**src/rtl/aud_rx_pkg.sv**
```systemverilog
package aud_rx_pkg;

  localparam int SAMPLE_W = 24;
  localparam int RJB_W    = $clog2(SAMPLE_W + 1);

  typedef enum logic [2:0] {
    FMT_RJ16 = 3'b000,
    FMT_RJ18 = 3'b001,
    FMT_RJ20 = 3'b010,
    FMT_RJ24 = 3'b011,
    FMT_I2S  = 3'b100,
    FMT_LJ   = 3'b101,
    FMT_RSV6 = 3'b110,
    FMT_RSV7 = 3'b111
  } fmt_e;

  typedef struct packed {
    logic             legal;      // code is usable
    logic             delayed;    // word starts one bit after the frame edge
    logic             left_high;  // frame clock high marks the left half
    logic             tail_align; // word is the last bits of the half
    logic [RJB_W-1:0] rj_bits;    // word length when tail aligned
  } fmt_cfg_t;

  function automatic fmt_cfg_t decode_fmt(input logic [2:0] code);
    fmt_cfg_t c;
    c.legal      = 1'b1;
    c.delayed    = 1'b0;
    c.left_high  = 1'b1;
    c.tail_align = 1'b0;
    c.rj_bits    = RJB_W'(SAMPLE_W);
    case (fmt_e'(code))
      FMT_RJ16: begin c.tail_align = 1'b1; c.rj_bits = RJB_W'(16); end
      FMT_RJ18: begin c.tail_align = 1'b1; c.rj_bits = RJB_W'(18); end
      FMT_RJ20: begin c.tail_align = 1'b1; c.rj_bits = RJB_W'(20); end
      FMT_RJ24: begin c.tail_align = 1'b1; c.rj_bits = RJB_W'(24); end
      FMT_I2S:  begin c.delayed = 1'b1; c.left_high = 1'b0; end
      FMT_LJ:   ;
      default:  c.legal = 1'b0;
    endcase
    return c;
  endfunction

endpackage

```
**src/rtl/aud_pin_sync.sv**
```systemverilog
module aud_pin_sync #(
  parameter int W      = 4,
  parameter int STAGES = 2
) (
  input  logic         clk,
  input  logic         rst_n,
  input  logic [W-1:0] din,
  output logic [W-1:0] q,
  output logic         clk_rise  // rising edge of bit 0 after synchronization
);

  logic [W-1:0] stg [STAGES];
  logic         last0_q;

  // Reset high so an idle-high bit clock gives no false edge
  always_ff @(posedge clk or negedge rst_n) begin
    if (!rst_n) stg[0] <= '1;
    else        stg[0] <= din;
  end

  for (genvar s = 1; s < STAGES; s++) begin : g_stage
    always_ff @(posedge clk or negedge rst_n) begin
      if (!rst_n) stg[s] <= '1;
      else        stg[s] <= stg[s-1];
    end
  end

  always_ff @(posedge clk or negedge rst_n) begin
    if (!rst_n) last0_q <= 1'b1;
    else        last0_q <= stg[STAGES-1][0];
  end

  assign q        = stg[STAGES-1];
  assign clk_rise = stg[STAGES-1][0] & ~last0_q;

  // A rising edge cannot be seen on two consecutive system clocks
  assert_edge_single_R10: assert property (@(posedge clk) disable iff (!rst_n)
    clk_rise |=> !clk_rise);

endmodule

```
**src/rtl/aud_slot_ctrl.sv**
```systemverilog
module aud_slot_ctrl
  import aud_rx_pkg::*;
#(
  parameter int POS_W = 6
) (
  input  logic             clk,
  input  logic             rst_n,
  input  fmt_cfg_t         cfg,
  input  logic             bit_stb,
  input  logic             lr_bit,
  output logic             slot_start,  // current bit opens a new half
  output logic             slot_end,    // a fully received half just closed
  output logic             ended_left,  // the closed half was the left one
  output logic [POS_W-1:0] bit_pos      // position of the current bit in its half
);

  localparam logic [POS_W-1:0] POS_MAX = '1;

  logic             lr_p1_q, lr_p2_q, lr_p1_d, lr_p2_d;
  logic [1:0]       primed_q, primed_d;
  logic [POS_W-1:0] cnt_q, cnt_d;
  logic             synced_q, synced_d;
  logic             edge_now, ended_lr;

  always_comb begin
    if (cfg.delayed) begin
      edge_now = (lr_p1_q != lr_p2_q) && (primed_q >= 2'd2);
      ended_lr = lr_p2_q;
    end else begin
      edge_now = (lr_bit != lr_p1_q) && (primed_q >= 2'd1);
      ended_lr = lr_p1_q;
    end
    ended_left = cfg.left_high ? ended_lr : ~ended_lr;

    lr_p1_d  = lr_p1_q;
    lr_p2_d  = lr_p2_q;
    primed_d = primed_q;
    cnt_d    = cnt_q;
    synced_d = synced_q;
    if (bit_stb) begin
      lr_p1_d  = lr_bit;
      lr_p2_d  = lr_p1_q;
      primed_d = (primed_q == 2'd3) ? primed_q : primed_q + 2'd1;
      if (edge_now)              cnt_d = '0;
      else if (cnt_q != POS_MAX) cnt_d = cnt_q + 1'b1;
      if (edge_now)              synced_d = 1'b1;
    end
    bit_pos    = cnt_d;
    slot_start = bit_stb & edge_now;
    slot_end   = bit_stb & edge_now & synced_q & cfg.legal;
  end

  always_ff @(posedge clk or negedge rst_n) begin
    if (!rst_n) begin
      lr_p1_q  <= 1'b0;
      lr_p2_q  <= 1'b0;
      primed_q <= '0;
      cnt_q    <= '0;
      synced_q <= 1'b0;
    end else begin
      lr_p1_q  <= lr_p1_d;
      lr_p2_q  <= lr_p2_d;
      primed_q <= primed_d;
      cnt_q    <= cnt_d;
      synced_q <= synced_d;
    end
  end

endmodule

```
**src/rtl/aud_lane_capture.sv**
```systemverilog
module aud_lane_capture
  import aud_rx_pkg::*;
#(
  parameter int POS_W = 6
) (
  input  logic                clk,
  input  logic                rst_n,
  input  fmt_cfg_t            cfg,
  input  logic                bit_stb,
  input  logic                slot_start,
  input  logic [POS_W-1:0]    bit_pos,
  input  logic                sd_bit,
  output logic [SAMPLE_W-1:0] word   // word of the half that closes on slot_start
);

  logic [SAMPLE_W-1:0] hist_q, hist_d;
  logic [SAMPLE_W-1:0] acc_q, acc_d;
  logic [RJB_W-1:0]    lead_sh;

  always_comb begin
    hist_d = hist_q;
    acc_d  = acc_q;
    if (bit_stb) begin
      hist_d = {hist_q[SAMPLE_W-2:0], sd_bit};
      if (slot_start) acc_d = '0;
      for (int i = 0; i < SAMPLE_W; i++) begin
        if (bit_pos == POS_W'(SAMPLE_W - 1 - i)) acc_d[i] = sd_bit;
      end
    end
    lead_sh = RJB_W'(SAMPLE_W) - cfg.rj_bits;
    word    = cfg.tail_align ? (hist_q << lead_sh) : acc_q;
  end

  always_ff @(posedge clk or negedge rst_n) begin
    if (!rst_n) begin
      hist_q <= '0;
      acc_q  <= '0;
    end else begin
      hist_q <= hist_d;
      acc_q  <= acc_d;
    end
  end

endmodule

```
**src/rtl/aud_serial_rx.sv**
```systemverilog
module aud_serial_rx
  import aud_rx_pkg::*;
#(
  parameter int SYNC_STAGES   = 2,
  parameter int MAX_HALF_BITS = 32
) (
  input  logic                clk,
  input  logic                rst_n,
  input  logic [2:0]          fmt_sel,
  input  logic                bclk_in,
  input  logic                fclk_in,
  input  logic                sd0_in,
  input  logic                sd1_in,
  output logic [SAMPLE_W-1:0] out_left0,
  output logic [SAMPLE_W-1:0] out_right0,
  output logic [SAMPLE_W-1:0] out_left1,
  output logic                out_valid,
  output logic                fmt_err
);

  localparam int POS_W   = $clog2(MAX_HALF_BITS + 1);
  localparam int N_LANES = 2;

  // Reset: asserted at once, released on the clock
  logic rst_m_q, rst_int_n;
  always_ff @(posedge clk or negedge rst_n) begin
    if (!rst_n) begin
      rst_m_q   <= 1'b0;
      rst_int_n <= 1'b0;
    end else begin
      rst_m_q   <= 1'b1;
      rst_int_n <= rst_m_q;
    end
  end

  // Format capture on the first clock out of reset
  logic [2:0] fmt_q, fmt_d;
  logic       cfg_done_q, cfg_done_d;
  fmt_cfg_t   cfg;

  always_comb begin
    fmt_d      = fmt_q;
    cfg_done_d = cfg_done_q;
    if (!cfg_done_q) begin
      fmt_d      = fmt_sel;
      cfg_done_d = 1'b1;
    end
  end

  always_ff @(posedge clk or negedge rst_int_n) begin
    if (!rst_int_n) begin
      fmt_q      <= '0;
      cfg_done_q <= 1'b0;
    end else begin
      fmt_q      <= fmt_d;
      cfg_done_q <= cfg_done_d;
    end
  end

  assign cfg     = decode_fmt(fmt_q);
  assign fmt_err = cfg_done_q & ~cfg.legal;

  // Input synchronization: bit 0 bit clock, 1 frame clock, 2..3 data
  logic [3:0] pins;
  logic       bit_stb;

  aud_pin_sync #(.W(4), .STAGES(SYNC_STAGES)) u_sync (
    .clk      (clk),
    .rst_n    (rst_int_n),
    .din      ({sd1_in, sd0_in, fclk_in, bclk_in}),
    .q        (pins),
    .clk_rise (bit_stb)
  );

  logic             slot_start, slot_end, ended_left;
  logic [POS_W-1:0] bit_pos;

  aud_slot_ctrl #(.POS_W(POS_W)) u_slot (
    .clk        (clk),
    .rst_n      (rst_int_n),
    .cfg        (cfg),
    .bit_stb    (bit_stb),
    .lr_bit     (pins[1]),
    .slot_start (slot_start),
    .slot_end   (slot_end),
    .ended_left (ended_left),
    .bit_pos    (bit_pos)
  );

  logic [SAMPLE_W-1:0] lane_word [N_LANES];

  for (genvar l = 0; l < N_LANES; l++) begin : g_lane
    aud_lane_capture #(.POS_W(POS_W)) u_lane (
      .clk        (clk),
      .rst_n      (rst_int_n),
      .cfg        (cfg),
      .bit_stb    (bit_stb),
      .slot_start (slot_start),
      .bit_pos    (bit_pos),
      .sd_bit     (pins[2+l]),
      .word       (lane_word[l])
    );
  end

  // Frame assembly: hold the left words until the right half closes
  logic [SAMPLE_W-1:0] pend_l0_q, pend_l1_q, pend_l0_d, pend_l1_d;
  logic [SAMPLE_W-1:0] l0_q, r0_q, l1_q, l0_d, r0_d, l1_d;
  logic                have_left_q, have_left_d, valid_q, valid_d;

  always_comb begin
    pend_l0_d   = pend_l0_q;
    pend_l1_d   = pend_l1_q;
    have_left_d = have_left_q;
    l0_d        = l0_q;
    r0_d        = r0_q;
    l1_d        = l1_q;
    valid_d     = 1'b0;
    if (slot_end) begin
      if (ended_left) begin
        pend_l0_d   = lane_word[0];
        pend_l1_d   = lane_word[1];
        have_left_d = 1'b1;
      end else begin
        have_left_d = 1'b0;
        if (have_left_q) begin
          l0_d    = pend_l0_q;
          r0_d    = lane_word[0];
          l1_d    = pend_l1_q;
          valid_d = 1'b1;
        end
      end
    end
  end

  always_ff @(posedge clk or negedge rst_int_n) begin
    if (!rst_int_n) begin
      pend_l0_q   <= '0;
      pend_l1_q   <= '0;
      have_left_q <= 1'b0;
      l0_q        <= '0;
      r0_q        <= '0;
      l1_q        <= '0;
      valid_q     <= 1'b0;
    end else begin
      pend_l0_q   <= pend_l0_d;
      pend_l1_q   <= pend_l1_d;
      have_left_q <= have_left_d;
      l0_q        <= l0_d;
      r0_q        <= r0_d;
      l1_q        <= l1_d;
      valid_q     <= valid_d;
    end
  end

  assign out_left0  = l0_q;
  assign out_right0 = r0_q;
  assign out_left1  = l1_q;
  assign out_valid  = valid_q;

  // Captured format never moves once taken
  assert_fmt_frozen_R1: assert property (@(posedge clk) disable iff (!rst_int_n)
    cfg_done_q |=> $stable(fmt_q));

  // Strobe lasts one cycle
  assert_valid_single_R7: assert property (@(posedge clk) disable iff (!rst_int_n)
    out_valid |=> !out_valid);

  // Words change only together with the strobe
  assert_hold_words_R7: assert property (@(posedge clk) disable iff (!rst_int_n)
    (!$stable(out_left0) || !$stable(out_right0) || !$stable(out_left1)) |-> out_valid);

  // Reserved code: no strobe
  assert_rsv_quiet_R8: assert property (@(posedge clk) disable iff (!rst_int_n)
    fmt_err |-> !out_valid);

  // Reserved code: words stay zero
  assert_rsv_zero_R8: assert property (@(posedge clk) disable iff (!rst_int_n)
    fmt_err |-> (out_left0 == '0 && out_right0 == '0 && out_left1 == '0));

endmodule

```
**config.mk**
```make
export PLATFORM = sky130hd
export DESIGN_NAME = aud_serial_rx
export DESIGN_NICKNAME = d
export VERILOG_FILES = /design/src/rtl/aud_rx_pkg.sv /design/src/rtl/aud_pin_sync.sv /design/src/rtl/aud_slot_ctrl.sv /design/src/rtl/aud_lane_capture.sv /design/src/rtl/aud_serial_rx.sv
export SDC_FILE = /design/constraint.sdc
export NUM_CORES = 1
export LEC_CHECK = 0
export BUFFER_PORTS_ARGS = -buffer_cell sky130_fd_sc_hd__buf_2
export CORE_ASPECT_RATIO = 0.6
export CORE_MARGIN = 3
export CORE_UTILIZATION = 35
export DETAILED_ROUTE_END_ITERATION = 7
export GPL_ROUTABILITY_DRIVEN = 0
export GPL_TIMING_DRIVEN = 0
export HOLD_SLACK_MARGIN = 0.06
export PLACE_DENSITY = 0.47
export SLEW_MARGIN = 20
export SYNTH_ARGS = -nofsm -noshare
export SYNTH_HDL_FRONTEND = slang
export SYNTH_SLANG_ARGS = --single-unit
```
**constraint.sdc**
```tcl
create_clock -name clk -period 10.8 [get_ports clk]
set_input_delay 2.7 -clock clk [delete_from_list [all_inputs] [get_ports clk]]
set_output_delay 2.7 -clock clk [all_outputs]
set_load 0.05 [all_outputs]
```
==> reports/qor.txt <==
post-route total power: 3.05 mW
DP Area: 0.0124 mm2
synthesized instance count: 1203
largest net degree at the start of global routing: 54
gr ovfl total: 0
share of cells above drive strength 1: 14.1%
Critical Path Source Type: register
synthesized area per cell: 9.45 um2
CP max stage cell: clkbuf_1
Post-Syn Area: 0.0114 mm2
Post-DRT Antenna Nets: 0
drt total wl: 37300 um
final slew viol count: 0
drt wl/cell: 21.3 um
Max H-tree Level: 1
CP bufs+invs: 4
final core utilization: 41.9%
CTS resizes: 0
all-layer global routing usage: 21.6%
drt initial violations: 815
Sink Count: 244
via/cell ratio: 5.21
Max Buffers Root-to-Sink: 3
IO buf count: 82
slowest stage delay, CP: 0.59 ns
pwr/cell area: 231 mW/mm2
Final #Nets: 1333
fill cell count: 3167
# IOs: 83
setup bufs post-CTS: 0
Final Critical Period: 5.17 ns
die area: 0.0348 mm2
Worst VDD drop: 0.110 mV
type of the worst min-delay path: register to async pin
status: completed
Achievable Freq: 0.194 GHz
HPWL after DPL: 28900 um
endpoints failing hold: 0
final worst-path cycle share: 47.8%
Worst-Skew Late Latency: 0.55 ns
crit path capture type: output pin
Ys Warns: 0
number of global-route vias before repair: 8870
Leak: 6.49 nW
Area growth syn-to-layout: 16.3%
ys async rst share: 100%
CTS Root Cell: clkbuf_16
Core Rows: 50
Top delay family on crit path: buffers and inverters
Setup Crit Path Kind: register to output pin
core area: 0.0316 mm2
Netlist cell types: 69
Final Skew: 0.0230 ns
Post-synth EDFFs: 0
Final Instance Area: 0.0132 mm2
RSZ-0062 raised after global routing: no
critical-path cell list: buf_4 -> clkbuf_1 -> clkbuf_1 -> and3_1 -> buf_2
Clk pin slew, worst setup/hold paths: 0.06 ns
Die Wd: 239 um
Worst EP required: 8.10 ns
worst rel slew slack: 38.5%
Max-cap violations: 0
setup TNS: 0 ns
register area share after synthesis: 53.8%
commonest non-fill, non-tap cells in the layout: nand2_1, dfrtp_1, buf_2
crit path max fanout: 10
initial antenna violation count: 0
CTS tree: yes
#FFs+latches synth: 244
DRC violations left: 0
first-pass GRT wire length: 57500 um
ant diodes: 0
Most common cell on crit path: clkbuf_1
slew at the pin with the worst max-slew slack: 0.923 ns
# hold bufs at CTS: 0
Initial Util: 36.0%
cts bufs inserted: 25
commonest non-fill, non-tap cell in the layout: nand2_1
Final setup viols: 0
top_reg_cell synth: dfrtp_1
crit path DAT: 2.47 ns
die height: 146 um
First-pass DRT Iterations: 5
Vias: 9127
[state kept, by name, summed over array words and instances (netlist names), 2 cells and up]
signal	cells
u_sync.q	4
pend_l0_q	24
out_left1	24
pend_l1_q	24
g_lane.u_lane.acc_q	48
fmt_q	3
u_sync.stg	4
out_left0	24
g_lane.u_lane.hist_q	48
u_slot.cnt_q	6
out_right0	24
u_slot.primed_q	2
[kinds of logic after synthesis]
logic type | after synthesis | synth area share (%)
and+or+nand+nor | 553 | 20.5
DFF | 244 | 53.8
AOI/OAI and AO/OA | 210 | 12.3
muxes | 98 | 8.80
buffers and inverters | 84 | 3.28
xor gates and xnor gates | 7 | 0.539
adders and majority gates | 6 | 0.660
other | 1 | 0.0330
[layer usage]
metal | part of all wire, % | global-route usage [%]
met2 | 37 | 27.4
met1 | 54 | 36.0
met5 | 0 | 0
met4 | 2.2 | 4.62
met3 | 6.6 | 5.00
[cell type report]
| cell class | count | area [um2] | share of cell area [%] |
|---|---|---|---|
| inverters | 9 | 33.8 | 0.255 |
| multi-input cells | 876 | 4880 | 36.9 |
| clock inverters | 9 | 73.8 | 0.558 |
| well taps | 416 | 520 | 3.94 |
| flip-flops and latches | 244 | 6120 | 46.3 |
| repair buffers | 87 | 533 | 4.03 |
| clock buffers | 37 | 721 | 5.45 |
| plain buffers | 75 | 339 | 2.56 |
[power by group]
part / internal [mW] / switching (mW)
Clock: 0.486 / 0.379
Sequential: 1.11 / 0.175
Combinational: 0.263 / 0.639
Total: 1.86 / 1.19
[cells in the mapped netlist (4+ instances only)]
| library cell | instances | area share (%) |
|---|---|---|
| a211oi_1 | 21 | 1.4 |
| a21oi_1 | 21 | 0.92 |
| a221oi_1 | 8 | 0.62 |
| a222oi_1 | 4 | 0.35 |
| a22o_1 | 13 | 1.0 |
| a22oi_1 | 12 | 0.79 |
| a31oi_1 | 4 | 0.22 |
| and2_1 | 8 | 0.44 |
| and3_1 | 6 | 0.33 |
| buf_1 | 4 | 0.13 |
| buf_2 | 19 | 0.84 |
| clkbuf_1 | 46 | 1.5 |
| dfrtp_1 | 235 | 52 |
| dfstp_2 | 9 | 2.1 |
| ha_1 | 6 | 0.66 |
| inv_1 | 8 | 0.26 |
| mux2_2 | 6 | 0.59 |
| mux2i_1 | 91 | 8.0 |
| nand2_1 | 413 | 14 |
| nand2b_1 | 5 | 0.28 |
| nand3_1 | 11 | 0.48 |
| nor2_1 | 63 | 2.1 |
| nor2b_1 | 8 | 0.44 |
| nor3_1 | 9 | 0.40 |
| o211ai_1 | 6 | 0.40 |
| o21ai_0 | 57 | 2.5 |
| o21ai_1 | 19 | 0.84 |
| o22a_1 | 7 | 0.54 |
| o22ai_1 | 6 | 0.33 |
| o31ai_1 | 16 | 1.1 |
| or3_1 | 5 | 0.28 |
| xor2_1 | 4 | 0.31 |
[metrics by stage]
stage	cells	setup slack [ns]	hold WS [ns]
final	1753	5.63	0.232
after global routing	1753	5.55	0.267
after CTS	1753	5.64	0.246
after detailed placement	1707	6.23	0.234
after global placement	1702	0.173	0.337
after floorplan	1204	3.51	0.331
[path summary, 6_finish.rpt]
| path | startpoint | cells after the start | endpoint | slack [ns] |
|---|---|---|---|---|
| max in group asynchronous | rst_n | 1 | rst_int_n | 8.76 |
| max reg2reg | fmt_q[0] | 9 | pend_l0_q[20] | 6.41 |
| min | rst_int_n | 0 | pend_l0_q[4] | 0.23 |
| min reg2reg | rst_int_n | 0 | pend_l0_q[4] | 0.23 |
| max | fmt_q[2] | 5 | fmt_err | 5.63 |
| min in group clk | u_sync.stg[6] | 0 | u_sync.q[2] | 0.35 |
Power figures use the tool's default switching activity.
